--- config.mk ---
export PLATFORM = sky130hd
export DESIGN_NAME = burst_capture_tx
export DESIGN_NICKNAME = d
export VERILOG_FILES = /design/src/rtl/btx_pkg.sv /design/src/rtl/btx_rst_sync.sv /design/src/rtl/btx_clk_div.sv /design/src/rtl/btx_word_sel.sv /design/src/rtl/burst_capture_tx.sv
export SDC_FILE = /design/constraint.sdc
export NUM_CORES = 1
export LEC_CHECK = 0
export ABC_AREA = 0
export BUFFER_PORTS_ARGS = -buffer_cell sky130_fd_sc_hd__buf_2
export CAP_MARGIN = 25
export CORE_ASPECT_RATIO = 0.5
export CORE_MARGIN = 4
export CORE_UTILIZATION = 58
export CTS_BUF_LIST = sky130_fd_sc_hd__clkbuf_4 sky130_fd_sc_hd__clkbuf_8
export CTS_CLUSTER_DIAMETER = 120
export DETAILED_ROUTE_END_ITERATION = 16
export PLACE_DENSITY = 0.83
export SLEW_MARGIN = 20
export SYNTH_ARGS = -nofsm -noshare
export SYNTH_HDL_FRONTEND = slang
export SYNTH_SLANG_ARGS = --single-unit
--- constraint.sdc ---
create_clock -name clk -period 14.7 [get_ports clk]
set_clock_uncertainty 0.05 [all_clocks]
set_input_delay 2.205 -clock clk [delete_from_list [all_inputs] [get_ports clk]]
set_output_delay 2.205 -clock clk [all_outputs]
set_load 0.005 [all_outputs]
--- src/rtl/btx_pkg.sv ---
package btx_pkg;
  localparam int NUM_WORDS = 16;
  localparam int IV_COUNT  = 7;   // current/voltage subset: words 0..6
  localparam int PWR_FIRST = 7;   // power subset starts here
  localparam int PWR_COUNT = 9;   // power subset: words 7..15

  // configuration bit positions
  localparam int B_SLOW  = 0;
  localparam int B_SIZE8 = 1;
  localparam int B_GAP   = 2;
  localparam int B_SETLO = 3;
  localparam int B_SETHI = 4;
  localparam int B_POL   = 5;
  localparam int CFG_KEEP = 6;

  typedef enum logic [1:0] {ST_IDLE, ST_SEND, ST_GAP} state_t;
endpackage

--- src/rtl/btx_rst_sync.sv ---
module btx_rst_sync (
  input  logic clk,
  input  logic rst_n,
  output logic rst_sync_n
);
  logic [1:0] sync_q;

  always_ff @(posedge clk or negedge rst_n) begin
    if (!rst_n) sync_q <= 2'b00;
    else        sync_q <= {sync_q[0], 1'b1};
  end

  assign rst_sync_n = sync_q[1];
endmodule

--- src/rtl/btx_clk_div.sv ---
module btx_clk_div #(
  parameter int HALF_FAST = 1,
  parameter int HALF_SLOW = 2
) (
  input  logic clk,
  input  logic rst_n,
  input  logic run_i,
  input  logic slow_i,
  output logic tick_o
);
  localparam int CW = (HALF_SLOW > 1) ? $clog2(HALF_SLOW + 1) : 1;

  logic [CW-1:0] cnt_q, cnt_d, lim;

  always_comb begin
    lim    = slow_i ? CW'(HALF_SLOW - 1) : CW'(HALF_FAST - 1);
    tick_o = run_i && (cnt_q == lim);
    cnt_d  = (!run_i || tick_o) ? '0 : cnt_q + CW'(1);
  end

  always_ff @(posedge clk or negedge rst_n) begin
    if (!rst_n) cnt_q <= '0;
    else        cnt_q <= cnt_d;
  end
endmodule

--- src/rtl/btx_word_sel.sv ---
module btx_word_sel #(
  parameter int SAMPLE_W = 24,
  parameter int WORD_W   = 32,
  parameter int N        = 16
) (
  input  logic [N*SAMPLE_W-1:0]  samples_i,
  input  logic [$clog2(N)-1:0]   idx_i,
  output logic [WORD_W-1:0]      word_o
);
  localparam int EXT_W = WORD_W - SAMPLE_W;

  logic [SAMPLE_W-1:0] lane [N];
  logic [SAMPLE_W-1:0] pick;

  for (genvar g = 0; g < N; g++) begin : g_lane
    assign lane[g] = samples_i[g*SAMPLE_W +: SAMPLE_W];
  end

  assign pick   = lane[idx_i];
  assign word_o = {{EXT_W{pick[SAMPLE_W-1]}}, pick};
endmodule

--- src/rtl/burst_capture_tx.sv ---
module burst_capture_tx
  import btx_pkg::*;
#(
  parameter int SAMPLE_W    = 24,
  parameter int WORD_W      = 32,
  parameter int PKG_W       = 8,
  parameter int GAP_PERIODS = 7,
  parameter int HALF_FAST   = 1,
  parameter int HALF_SLOW   = 2
) (
  input  logic                            clk,
  input  logic                            rst_n,
  input  logic                            enable_i,
  input  logic                            trigger_i,
  input  logic [7:0]                      cfg_i,
  input  logic [NUM_WORDS*SAMPLE_W-1:0]   samples_i,
  output logic                            sclk_o,
  output logic                            sd_o,
  output logic                            sel_o
);
  localparam int IDX_W  = $clog2(NUM_WORDS);
  localparam int CNT_W  = $clog2(NUM_WORDS + 1);
  localparam int BIT_W  = $clog2(WORD_W);
  localparam int PKGB   = $clog2(PKG_W);
  localparam int GAP_HT = 2 * GAP_PERIODS;
  localparam int GAP_W  = $clog2(GAP_HT);

  logic rst_sync_n;
  logic tick;
  logic cfg_unused;

  state_t                         state_q, state_d;
  logic [CFG_KEEP-1:0]            cfg_q, cfg_d;
  logic [NUM_WORDS*SAMPLE_W-1:0]  samp_q, samp_d;
  logic [WORD_W-1:0]              shreg_q, shreg_d;
  logic [BIT_W-1:0]               bit_q, bit_d;
  logic [IDX_W-1:0]               ptr_q, ptr_d, ptr_nx, start_idx;
  logic [CNT_W-1:0]               left_q, left_d, start_cnt;
  logic                           half_q, half_d;
  logic [GAP_W-1:0]               gap_q, gap_d;
  logic [WORD_W-1:0]              first_word, next_word;
  logic                           word_end, last_bit, pkg_end;

  assign cfg_unused = ^cfg_i[7:6];

  btx_rst_sync u_rst (.clk(clk), .rst_n(rst_n), .rst_sync_n(rst_sync_n));

  btx_clk_div #(.HALF_FAST(HALF_FAST), .HALF_SLOW(HALF_SLOW)) u_div (
    .clk(clk), .rst_n(rst_sync_n),
    .run_i(state_q != ST_IDLE), .slow_i(cfg_q[B_SLOW]), .tick_o(tick)
  );

  // subset decode from the live configuration (used only at the trigger)
  always_comb begin
    unique case (cfg_i[B_SETHI:B_SETLO])
      2'b01:   begin start_idx = '0;               start_cnt = CNT_W'(IV_COUNT);  end
      2'b10:   begin start_idx = IDX_W'(PWR_FIRST); start_cnt = CNT_W'(PWR_COUNT); end
      default: begin start_idx = '0;               start_cnt = CNT_W'(NUM_WORDS); end
    endcase
  end

  assign ptr_nx = ptr_q + IDX_W'(1);

  btx_word_sel #(.SAMPLE_W(SAMPLE_W), .WORD_W(WORD_W), .N(NUM_WORDS)) u_first (
    .samples_i(samples_i), .idx_i(start_idx), .word_o(first_word)
  );

  btx_word_sel #(.SAMPLE_W(SAMPLE_W), .WORD_W(WORD_W), .N(NUM_WORDS)) u_next (
    .samples_i(samp_q), .idx_i(ptr_nx), .word_o(next_word)
  );

  assign word_end = (bit_q == BIT_W'(WORD_W - 1));
  assign last_bit = word_end && (left_q == CNT_W'(1));
  assign pkg_end  = cfg_q[B_GAP] &&
                    (cfg_q[B_SIZE8] ? (bit_q[PKGB-1:0] == PKGB'(PKG_W - 1)) : word_end);

  always_comb begin
    state_d = state_q;
    cfg_d   = cfg_q;
    samp_d  = samp_q;
    shreg_d = shreg_q;
    bit_d   = bit_q;
    ptr_d   = ptr_q;
    left_d  = left_q;
    half_d  = half_q;
    gap_d   = gap_q;
    unique case (state_q)
      ST_IDLE: begin
        cfg_d = cfg_i[CFG_KEEP-1:0];
        if (enable_i && trigger_i) begin
          state_d = ST_SEND;
          samp_d  = samples_i;
          shreg_d = first_word;
          bit_d   = '0;
          ptr_d   = start_idx;
          left_d  = start_cnt;
          half_d  = 1'b0;
        end
      end
      ST_SEND: begin
        if (tick) begin
          if (!half_q) begin
            half_d = 1'b1;
          end else begin
            half_d  = 1'b0;
            shreg_d = shreg_q << 1;
            bit_d   = word_end ? '0 : bit_q + BIT_W'(1);
            if (last_bit) begin
              state_d = ST_IDLE;
            end else begin
              if (word_end) begin
                left_d  = left_q - CNT_W'(1);
                ptr_d   = ptr_nx;
                shreg_d = next_word;
              end
              if (pkg_end) begin
                state_d = ST_GAP;
                gap_d   = '0;
              end
            end
          end
        end
      end
      ST_GAP: begin
        if (tick) begin
          if (gap_q == GAP_W'(GAP_HT - 1)) begin
            state_d = ST_SEND;
            half_d  = 1'b0;
          end else begin
            gap_d = gap_q + GAP_W'(1);
          end
        end
      end
      default: state_d = ST_IDLE;
    endcase
  end

  always_ff @(posedge clk or negedge rst_sync_n) begin
    if (!rst_sync_n) begin
      state_q <= ST_IDLE;
      cfg_q   <= '0;
      samp_q  <= '0;
      shreg_q <= '0;
      bit_q   <= '0;
      ptr_q   <= '0;
      left_q  <= '0;
      half_q  <= 1'b0;
      gap_q   <= '0;
    end else begin
      state_q <= state_d;
      cfg_q   <= cfg_d;
      samp_q  <= samp_d;
      shreg_q <= shreg_d;
      bit_q   <= bit_d;
      ptr_q   <= ptr_d;
      left_q  <= left_d;
      half_q  <= half_d;
      gap_q   <= gap_d;
    end
  end

  assign sclk_o = !(state_q == ST_SEND && !half_q);
  assign sd_o   = (state_q == ST_SEND) ? shreg_q[WORD_W-1] : 1'b1;
  assign sel_o  = (state_q == ST_SEND) ? cfg_q[B_POL] : !cfg_q[B_POL];
endmodule

==> qor.csv, run 1 <==
metric,value,unit
globalRouteMet2Util,46.6,%
layout_common_cells,"1,189 x nand2_1, 443 x dfrtp_1, 396 x buf_2, 97 x mux4_2, 82 x o21ai_0",
hold_path.class,flop to async pin,
max_cap_violations,0,
synth_cell_types,49,
multiplexer_share_of_the_synthesized_area,13.0,%
dp_slack,9440,ps
routed_wirelength,60.5,mm
timing_worst_setup_path_type,flop to output port,
synth-xor-area-share,0.251,%
antenna_found_initial,28,
synth_enable_flop_cells,0,
cts.root.buffer_cell,clkbuf_8,
finalWeightedCongestion,0.917,
vias_in_the_first_global_route,17500,
grt_setup_unrepaired,no,
yosys_warnings,0,
peak_usage_layer_in_the_global_routing_report,met2,
report.final.slew_viol_count,0,
synth_ff_type,dfrtp_1,
max-clock-path-buffers,3,
hold_buffers,0,
layout.cell_area.non_filler,24700,um2
share_of_synthesized_flip_flops_with_an_asynchronous_set_or_reset,100,%
maxClockFrequency,0.214,GHz
multiInputGateArea,9280,um2
drt-wirelength-per-cell,19.3,um
max_slew_margin,15.0,%
post_dp_cell_area,23200,um2
final.hold.worst_slack,231,ps
worstMarginPinSlew,1270,ps
final_critical_period,4660,ps
r2r.worst_path.cells,6,
routed_via_density,5.63,
synth_seq_cells,445,
numPortBuffers,396,
die_h,142,um
mappedNetlistNets,2648,
drt_pre_antenna_iters,6,
synth.avg_cell_area,9.34,um2
nNetsFinal,2984,
finish.utilization,70.5,%
dr_total_vias,17600,
die_width,277,um
final.setup.tns,0,ps
fraction_of_the_cycle_the_final_worst_path_needs,31.7,%
clk_latency,640,ps
nFillCells,2615,
route.detailed.drc,0,
yosysSeqAreaShare,53.2,%
pwr_density_cell,219,nW/um2
critical_path_arrival,2410,ps
grt.met1_usage,43.3,%
row_count,48,
compound_gate_fraction_of_synth_area,5.70,%
regToRegSetupSlack,10350,ps
setup_viol,0,
drive_above_1_share,26.5,%
yosys.area_share.simple,24.2,%
main_combinational_cell_family_by_area_after_synthesis,simple AND/OR/NAND/NOR gates,
rr_startpoint,ptr_q[0]$_DFFE_PN0P_,
cts_made_buffers,60,
dpl.hpwl,41.1,mm
areaGrowthSynthToFinish,18.0,%
reg2reg_to,shreg_q[2]$_DFFE_PN0P_,
io_pins,399,
grt_start_max_net_pins,258,
static-leakage-power,12.7,nW
detail_route.iter0.violations,1775,
clkSinkCount,445,
cts_post_setup_buffers_inserted,0,
peakVddDrop,116,uV
gr-usage-met3,5.95,%
mostFrequentLayoutCell,nand2_1,
endpoint_kind,output port,
yosys.area_share.adder,0.597,%
clkTransAtPathRegs,80,ps
crit_path_start_kind,flop,
route.antenna.remaining_nets,0,
status,completed,
critical_path.startpoint,state_q[0]$_DFFE_PN0P_,
final_number_of_hold_violating_endpoints,0,
postCtsResizedCells,0,
global_route.overflow_total,0,
core_area,35100,um2
htree_num_levels,2,
syn_area,21000,um2
global_route_wire_length_before_repair,94.5,mm
initial_core_util,59.7,%
clock_tree_from_tritoncts,built,
finalWorstSetupSlack,10040,ps
design.die.area,39400,um2
synth_cells,2242,
global_route.usage.total,30.4,%
final-seq-area,11100,um2
worst-path-max-fanout,33,
critPathRequiredTime,12440,ps
-- flip-flops by register name, summed over array words and instances (netlist names) --
register and count:
samp_q 384, gap_q 4, ptr_q 4, u_div.cnt_q 2
left_q 5, bit_q 5, state_q 2, u_rst.sync_q 2
shreg_q 32, half_q 1, cfg_q 4
-- cells by family after synthesis --
group                      Yosys count
muxes                              148
AOI/OAI and AO/OA                  172
and+or+nand+nor                   1301
DFF                                445
adders and majority gates           10
xor gates and xnor gates             6
other                                1
buffers and inverters              159
-- routing by layer --
metal / part of all wire, % / wire length, um
met5: 0 / 0
met4: 3.8 / 2320
met3: 8.2 / 4960
met2: 47 / 28200
met1: 41 / 25000
-- worst max path at each step --
stage / cells past startpoint / to
2_1_floorplan: 0 / bit_q[0]$_DFFE_PN0P_
3_3_place_gp: 6 / samp_q[173]$_DFFE_PN0P_
3_5_place_dp: 6 / samp_q[173]$_DFFE_PN0P_
4_1_cts: 4 / sel_o
5_1_grt: 4 / sel_o
6_report: 4 / sel_o
-- worst max-delay path, stage by stage (launching register included) --
cell,delay (ps)
dfrtp_1,630
nor2b_2,350
buf_4,430
xnor2_1,190
buf_2,150
-- cells in the mapped netlist (all sizes together) (2+ instances only) --
master	n	area share [%]
o21ai	85	2.0
a32o	2	0.096
nand2b	6	0.18
and3	2	0.060
o221a	31	1.7
inv	14	0.25
mux2	25	1.3
nor2	42	0.75
nand3	10	0.24
and2	11	0.33
nand2	1189	21
ha	10	0.60
mux2i	26	1.2
clkbuf	115	2.1
a41oi	2	0.084
dfrtp	445	53
nor2b	26	0.78
or3	2	0.060
a21boi	2	0.072
xnor2	3	0.13
mux4	97	10
buf	30	0.79
a2111oi	2	0.084
a21oi	12	0.30
a211oi	25	0.90
nand3b	3	0.11
nor3	5	0.12
xor2	3	0.13
o31ai	4	0.17
-- power breakdown --
| part | internal [mW] | switching [mW] | total (mW) | leakage (nW) |
|---|---|---|---|---|
| Sequential | 1.79 | 0.357 | 2.15 | 5.49 |
| Clock | 0.557 | 0.482 | 1.04 | 0.715 |
| Combinational | 1.02 | 1.21 | 2.23 | 6.51 |
| Total | 3.37 | 2.05 | 5.42 | 12.7 |
-- per-stage QoR --
step / power, mW / instances
6_report: 5.42 / 3128
5_1_grt: 5.77 / 3127
4_1_cts: 5.40 / 3096
3_5_place_dp: 4.34 / 2986
3_3_place_gp: 4.24 / 2986
2_1_floorplan: 3.65 / 2242
-- layout make-up --
type / instances / share of cell area, %
inverter: 14 / 0.213
antenna: 27 / 0.273
sequential: 445 / 45.1
clock buffer: 99 / 4.90
timing repair buffer: 419 / 9.12
clock inverter: 11 / 0.471
multi-input combinational: 1638 / 37.5
tap: 475 / 2.40
Note: power is estimated with default switching activity, not from simulation.
==> inputs of run 2 (changes only) <==
==> constraint.sdc (replaced) <==
create_clock -name clk -period 4.8 [get_ports clk]
set_clock_uncertainty 0.05 [all_clocks]
set_input_delay 0.72 -clock clk [delete_from_list [all_inputs] [get_ports clk]]
set_output_delay 0.72 -clock clk [all_outputs]
set_load 0.005 [all_outputs]
==> run 2 against run 1 <==
Die area unchanged. Worst hold slack got worse by 17 ps. Sequential share of layout area about the same. Combinational power increased to 3.1 times the previous value. Cell area about the same. Sequential power increased to 3.1 times the previous value. Count of clock-buffer cells in the layout decreased by 1. Cell count about the same. First-iteration DRC count increased by 7.9%. Via count increased by 0.85%. Clock power increased to 3.0 times the previous value.
==> qor.csv, run 2 (synthesis results as in run 1) <==
metric,value,unit
design.die.area,39400,um2
dpl.hpwl,41.8,mm
final_number_of_hold_violating_endpoints,0,
global_route_wire_length_before_repair,94.1,mm
endpoint_kind,output port,
final_critical_period,3570,ps
crit_chain,"nor2b_2, buf_4, xnor2_1, buf_2",
drive_above_1_share,26.5,%
initial_core_util,59.7,%
routed_wirelength,60.7,mm
layout.cell_area.non_filler,24700,um2
detail_route.iter0.violations,1915,
critPathRequiredTime,4030,ps
static-leakage-power,12.7,nW
status,completed,
setup_viol,0,
areaGrowthSynthToFinish,18.0,%
pwr_density_cell,669,nW/um2
io_pins,399,
post_dp_cell_area,23300,um2
finalWorstSetupSlack,1230,ps
global_route.overflow_total,0,
postCtsResizedCells,0,
clkSinkCount,445,
largest_register_ffs,384,
clock_tree_from_tritoncts,built,
clk_latency,650,ps
fraction_of_the_cycle_the_final_worst_path_needs,74.4,%
grt_setup_unrepaired,no,
reg2reg_to,shreg_q[12]$_DFFE_PN0P_,
route.detailed.drc,0,
hold_path.class,primary input to flop,
max-clock-path-buffers,3,
route.antenna.remaining_nets,0,
cts.root.buffer_cell,clkbuf_8,
power.share.combinational,41.5,%
die_width,277,um
finalWeightedCongestion,0.934,
peakVddDrop,515,uV
critical_path.startpoint,state_q[0]$_DFFE_PN0P_,
category_of_cells_accounting_for_the_largest_share_of_critical_path_delay,simple AND/OR/NAND/NOR gates,
core_area,35100,um2
cts_made_buffers,61,
worstMarginPinSlew,1180,ps
vias_in_the_first_global_route,17800,
numPortBuffers,396,
nNetsFinal,2985,
drt_pre_antenna_iters,7,
final.hold.worst_slack,213,ps
timing_worst_setup_path_type,flop to output port,
power.sequential.fraction,39.7,%
die_h,142,um
dr_total_vias,17800,
grt_start_max_net_pins,238,
report.final.slew_viol_count,0,
routed_via_density,5.68,
cts_post_setup_buffers_inserted,0,
worst-path-max-fanout,22,
biggestRegsByFlops,"samp_q x384, shreg_q x32",
worstPathBufferInverterCount,2,
global_route.usage.total,30.4,%
rr_startpoint,ptr_q[0]$_DFFE_PN0P_,
netSwitchingPower,6.28,mW
regToRegSetupSlack,1380,ps
clk_network_pwr_share,18.8,%
clkTransAtPathRegs,80,ps
dp_slack,1410,ps
layout_common_cells,"1,189 x nand2_1, 443 x dfrtp_1, 396 x buf_2, 97 x mux4_2, 82 x o21ai_0",
finish.utilization,70.5,%
r2r.worst_path.cells,6,
largest_register,samp_q,
power.share.switching,38.0,%
crit_path_end,sel_o,
row_count,48,
htree_num_levels,2,
drt-wirelength-per-cell,19.4,um
p_int,10.3,mW
max_cap_violations,0,
cp_slowest_stage_delay,820,ps
maxClockFrequency,0.280,GHz
final.setup.tns,0,ps
max_slew_margin,21.2,%
critical_path_arrival,2800,ps
crit_path_start_kind,flop,
mostFrequentLayoutCell,nand2_1,
critical_path.slowest_cell,nor2b_2,
antenna_found_initial,25,
critical_path_depth,4,
[run 2: cell types whose count changed in the layout (fill, tap and decap cells not counted), sizes merged]
| cell | delta |
|---|---|
| clkinvlp | +1 |
| bufinv | -2 |
| clkbuf | -1 |
| dlygate4sd3 | +1 |
| buf | -1 |
| diode | -3 |
| clkinv | +4 |
| inv | -1 |
[run 2: final cells by class]
cell class / count / area [um2]
antenna: 24 / 60.1
clock buffer: 98 / 1230
clock inverter: 13 / 78.8
fill: 2663 / 10400
inverter: 14 / 52.6
multi-input combinational: 1638 / 9280
sequential: 445 / 11100
tap: 475 / 594
timing repair buffer: 419 / 2270
[run 2: routing by layer]
layer  global-route usage (%)  wire length (um)  vias up
li1                         -                 -     8029
met1                     42.1             24800     8752
met2                     46.1             27900      799
met3                     6.61              5100      170
met4                     15.6              2850        4
met5                        0                23        -
[run 2: tightest hold or removal path, delay by kind of cell]
kind / cells / cell delay (ps)
AND/OR/NAND/NOR: 2 / 90
buffers and inverters: 1 / 70
[run 2: how the worst min path moves through the flow]
stage | start | end | slack [ps] | cells after the start
2_1_floorplan | u_rst.sync_q[0]$_DFF_PN0_ | u_rst.sync_q[1]$_DFF_PN0_ | 280 | 0
3_3_place_gp | u_rst.sync_q[0]$_DFF_PN0_ | u_rst.sync_q[1]$_DFF_PN0_ | 290 | 0
3_5_place_dp | u_rst.sync_q[0]$_DFF_PN0_ | u_rst.sync_q[1]$_DFF_PN0_ | 300 | 0
4_1_cts | samples_i[96] | samp_q[96]$_DFFE_PN0P_ | 180 | 3
5_1_grt | samples_i[96] | samp_q[96]$_DFFE_PN0P_ | 180 | 3
6_report | samples_i[206] | samp_q[206]$_DFFE_PN0P_ | 210 | 3
[run 2: metrics by stage]
| stage | total power [mW] | cells |
|---|---|---|
| 3_5_place_dp | 13.3 | 2990 |
| 5_1_grt | 17.6 | 3125 |
| 3_3_place_gp | 13.0 | 2990 |
| 6_report | 16.5 | 3126 |
| 4_1_cts | 16.5 | 3102 |
| 2_1_floorplan | 11.2 | 2242 |
[run 2: what timing repair did]
item                                   in CTS  in global routing
endpoints found under the hold margin       2                  0
hold buffers                                1                  0
setup endpoints to repair                   0                  0
[run 2: power by group through the flow]
stage          combinational, mW  clock, mW  sequential (mW)
2_1_floorplan               4.98          0             6.20
3_3_place_gp                6.54          0             6.49
3_5_place_dp                6.76          0             6.56
4_1_cts                     6.79       3.16             6.53
5_1_grt                     7.54       3.35             6.74
6_report                    6.87       3.11             6.56
==> inputs of run 3 (changes only) <==
--- a/config.mk
+++ b/config.mk
@@ -10,11 +10,11 @@
 export CAP_MARGIN = 25
 export CORE_ASPECT_RATIO = 0.5
 export CORE_MARGIN = 4
-export CORE_UTILIZATION = 58
+export CORE_UTILIZATION = 52
 export CTS_BUF_LIST = sky130_fd_sc_hd__clkbuf_4 sky130_fd_sc_hd__clkbuf_8
 export CTS_CLUSTER_DIAMETER = 120
 export DETAILED_ROUTE_END_ITERATION = 16
-export PLACE_DENSITY = 0.83
+export PLACE_DENSITY = 0.79
 export SLEW_MARGIN = 20
 export SYNTH_ARGS = -nofsm -noshare
 export SYNTH_HDL_FRONTEND = slang
==> constraint.sdc (replaced) <==
create_clock -name clk -period 2.9 [get_ports clk]
set_clock_uncertainty 0.05 [all_clocks]
set_input_delay 0.435 -clock clk [delete_from_list [all_inputs] [get_ports clk]]
set_output_delay 0.435 -clock clk [all_outputs]
set_load 0.005 [all_outputs]
==> run 3 against run 2 <==
Routed wire length is 30% higher. Critical path depth increased by 2. Total power up 77%. Via count is 18% higher. Largest cell class unchanged. Highest routed layer unchanged.
==> qor.csv, run 3 (synthesis results as in run 1) <==
metric,value,unit
core_area,39300,um2
max-clock-path-buffers,3,
critical_path_arrival,3270,ps
final.setup.tns,0,ps
pwr_density_cell,1020,nW/um2
row_count,51,
worstPathBufferInverterCount,1,
min_delay_worst_endpoint,samp_q[142]$_DFFE_PN0P_,
postCtsResizedCells,0,
dp_slack,143,ps
dr_total_vias,20900,
mostFrequentLayoutCell,nand2_1,
largest_register,samp_q,
static-leakage-power,14.4,nW
r2r.worst_path.cells,6,
final_critical_period,2810,ps
io_pins,399,
cp_slowest_stage_delay,520,ps
report.power.total,29.3,mW
finalWeightedCongestion,0.928,
detail_route.iter0.violations,2741,
clock_tree_from_tritoncts,built,
grt_setup_unrepaired,no,
route.detailed.drc,0,
areaGrowthSynthToFinish,37.3,%
timing_worst_setup_path_type,flop to flop,
largest_register_ffs,384,
cts_made_buffers,66,
max_slew_margin,54.3,%
routed_wirelength,78.8,mm
clkSinkCount,445,
rr_startpoint,ptr_q[0]$_DFFE_PN0P_,
global_route_wire_length_before_repair,120,mm
layout_common_cells,"1,189 x nand2_1, 443 x dfrtp_1, 396 x buf_2, 357 x dlygate4sd3_1, 97 x mux4_2",
clkTransAtPathRegs,70,ps
finish.utilization,73.2,%
global_route.overflow_total,0,
hold_buffers,356,
crit_path_start_kind,flop,
fraction_of_the_cycle_the_final_worst_path_needs,97.0,%
worst-path-max-fanout,13,
report.final.slew_viol_count,0,
numPortBuffers,396,
regToRegSetupSlack,90,ps
worstMarginPinSlew,686,ps
design.die.area,43800,um2
initial_core_util,53.3,%
hold_path.class,primary input to flop,
reg2reg_to,shreg_q[21]$_DFFE_PN0P_,
final_number_of_hold_violating_endpoints,0,
biggestRegsByFlops,"samp_q x384, shreg_q x32",
cts.root.buffer_cell,clkbuf_8,
final.hold.worst_slack,10.6,ps
category_of_cells_accounting_for_the_largest_share_of_critical_path_delay,multiplexers,
die_width,292,um
global_route.usage.total,35.7,%
critPathRequiredTime,3350,ps
peakVddDrop,760,uV
nFillCells,2529,
die_h,150,um
grt_start_max_net_pins,132,
cts_post_setup_buffers_inserted,0,
maxClockFrequency,0.355,GHz
drive_above_1_share,24.2,%
min_path_cells,3,
nNetsFinal,3376,
route.antenna.remaining_nets,0,
clk_latency,630,ps
setup_viol,0,
dpl.hpwl,43.9,mm
antenna_found_initial,23,
finalWorstSetupSlack,86.8,ps
endpoint_kind,flop,
vias_in_the_first_global_route,21600,
routed_via_density,5.86,
worstHoldStart,samples_i[142],
drt-wirelength-per-cell,22.1,um
htree_num_levels,3,
max_cap_violations,0,
drt_pre_antenna_iters,7,
status,completed,
critical_path.slowest_cell,mux4_2,
crit_chain,"ha_4, buf_12, mux4_2, mux2i_1, o21ai_0, o221a_2",
==> run 3: cell types whose count changed in the layout (fill, tap and decap cells not counted), sizes merged <==
cell / previous run / this run
buf: 418 / 448
clkbuf: 98 / 104
clkinv: 10 / 8
clkinvlp: 1 / 3
dlygate4sd3: 1 / 357
inv: 16 / 14
==> run 3: metal layers <==
layer / vias to the layer above / wire (um) / track usage [%]
met5: - / 45 / 0
met4: 6 / 6270 / 24.6
met3: 526 / 8180 / 11.4
met2: 1519 / 36100 / 56.2
met1: 10100 / 28200 / 42.5
li1: 8801 / - / -
==> run 3: per-stage QoR <==
stage | cell area, um2 | instances
5_1_grt | 28800 | 3565
6_report | 28800 | 3571
3_5_place_dp | 23700 | 3075
4_1_cts | 28700 | 3546
2_1_floorplan | 21000 | 2242
3_3_place_gp | 23700 | 3075
==> run 3: power by group <==
group	internal, mW	switching [mW]
logic	5.85	6.90
registers	9.07	1.93
clock network	2.90	2.67
==> run 3: worst max path at each step <==
| stage | start | endpoint | slack, ps | cells past startpoint |
|---|---|---|---|---|
| 2_1_floorplan | u_rst.sync_q[1]$_DFF_PN0_ | bit_q[0]$_DFFE_PN0P_ | -1510 | 0 |
| 3_3_place_gp | ptr_q[0]$_DFFE_PN0P_ | shreg_q[21]$_DFFE_PN0P_ | 210 | 6 |
| 3_5_place_dp | ptr_q[0]$_DFFE_PN0P_ | shreg_q[21]$_DFFE_PN0P_ | 140 | 6 |
| 4_1_cts | ptr_q[0]$_DFFE_PN0P_ | shreg_q[21]$_DFFE_PN0P_ | 150 | 6 |
| 5_1_grt | ptr_q[0]$_DFFE_PN0P_ | shreg_q[21]$_DFFE_PN0P_ | 60 | 6 |
| 6_report | ptr_q[0]$_DFFE_PN0P_ | shreg_q[21]$_DFFE_PN0P_ | 90 | 6 |
==> run 3: layout make-up <==
cell class	instances	area [um2]	area share [%]
clock inverters	11	66.3	0.231
diodes	24	60.1	0.209
flip-flops and latches	445	11100	38.7
clock buffers	104	1320	4.58
multi-input cells	1638	9280	32.3
repair buffers	805	6180	21.5
inverters	14	52.6	0.183
well taps	530	663	2.31
==> run 3: worst register-to-register path: cells and delay by family, from the launching register on <==
kind / cells / cell delay (ps)
mux: 2 / 980
flops: 1 / 510
fa+ha+maj: 1 / 510
compound gates: 2 / 460
buf+inv: 1 / 210
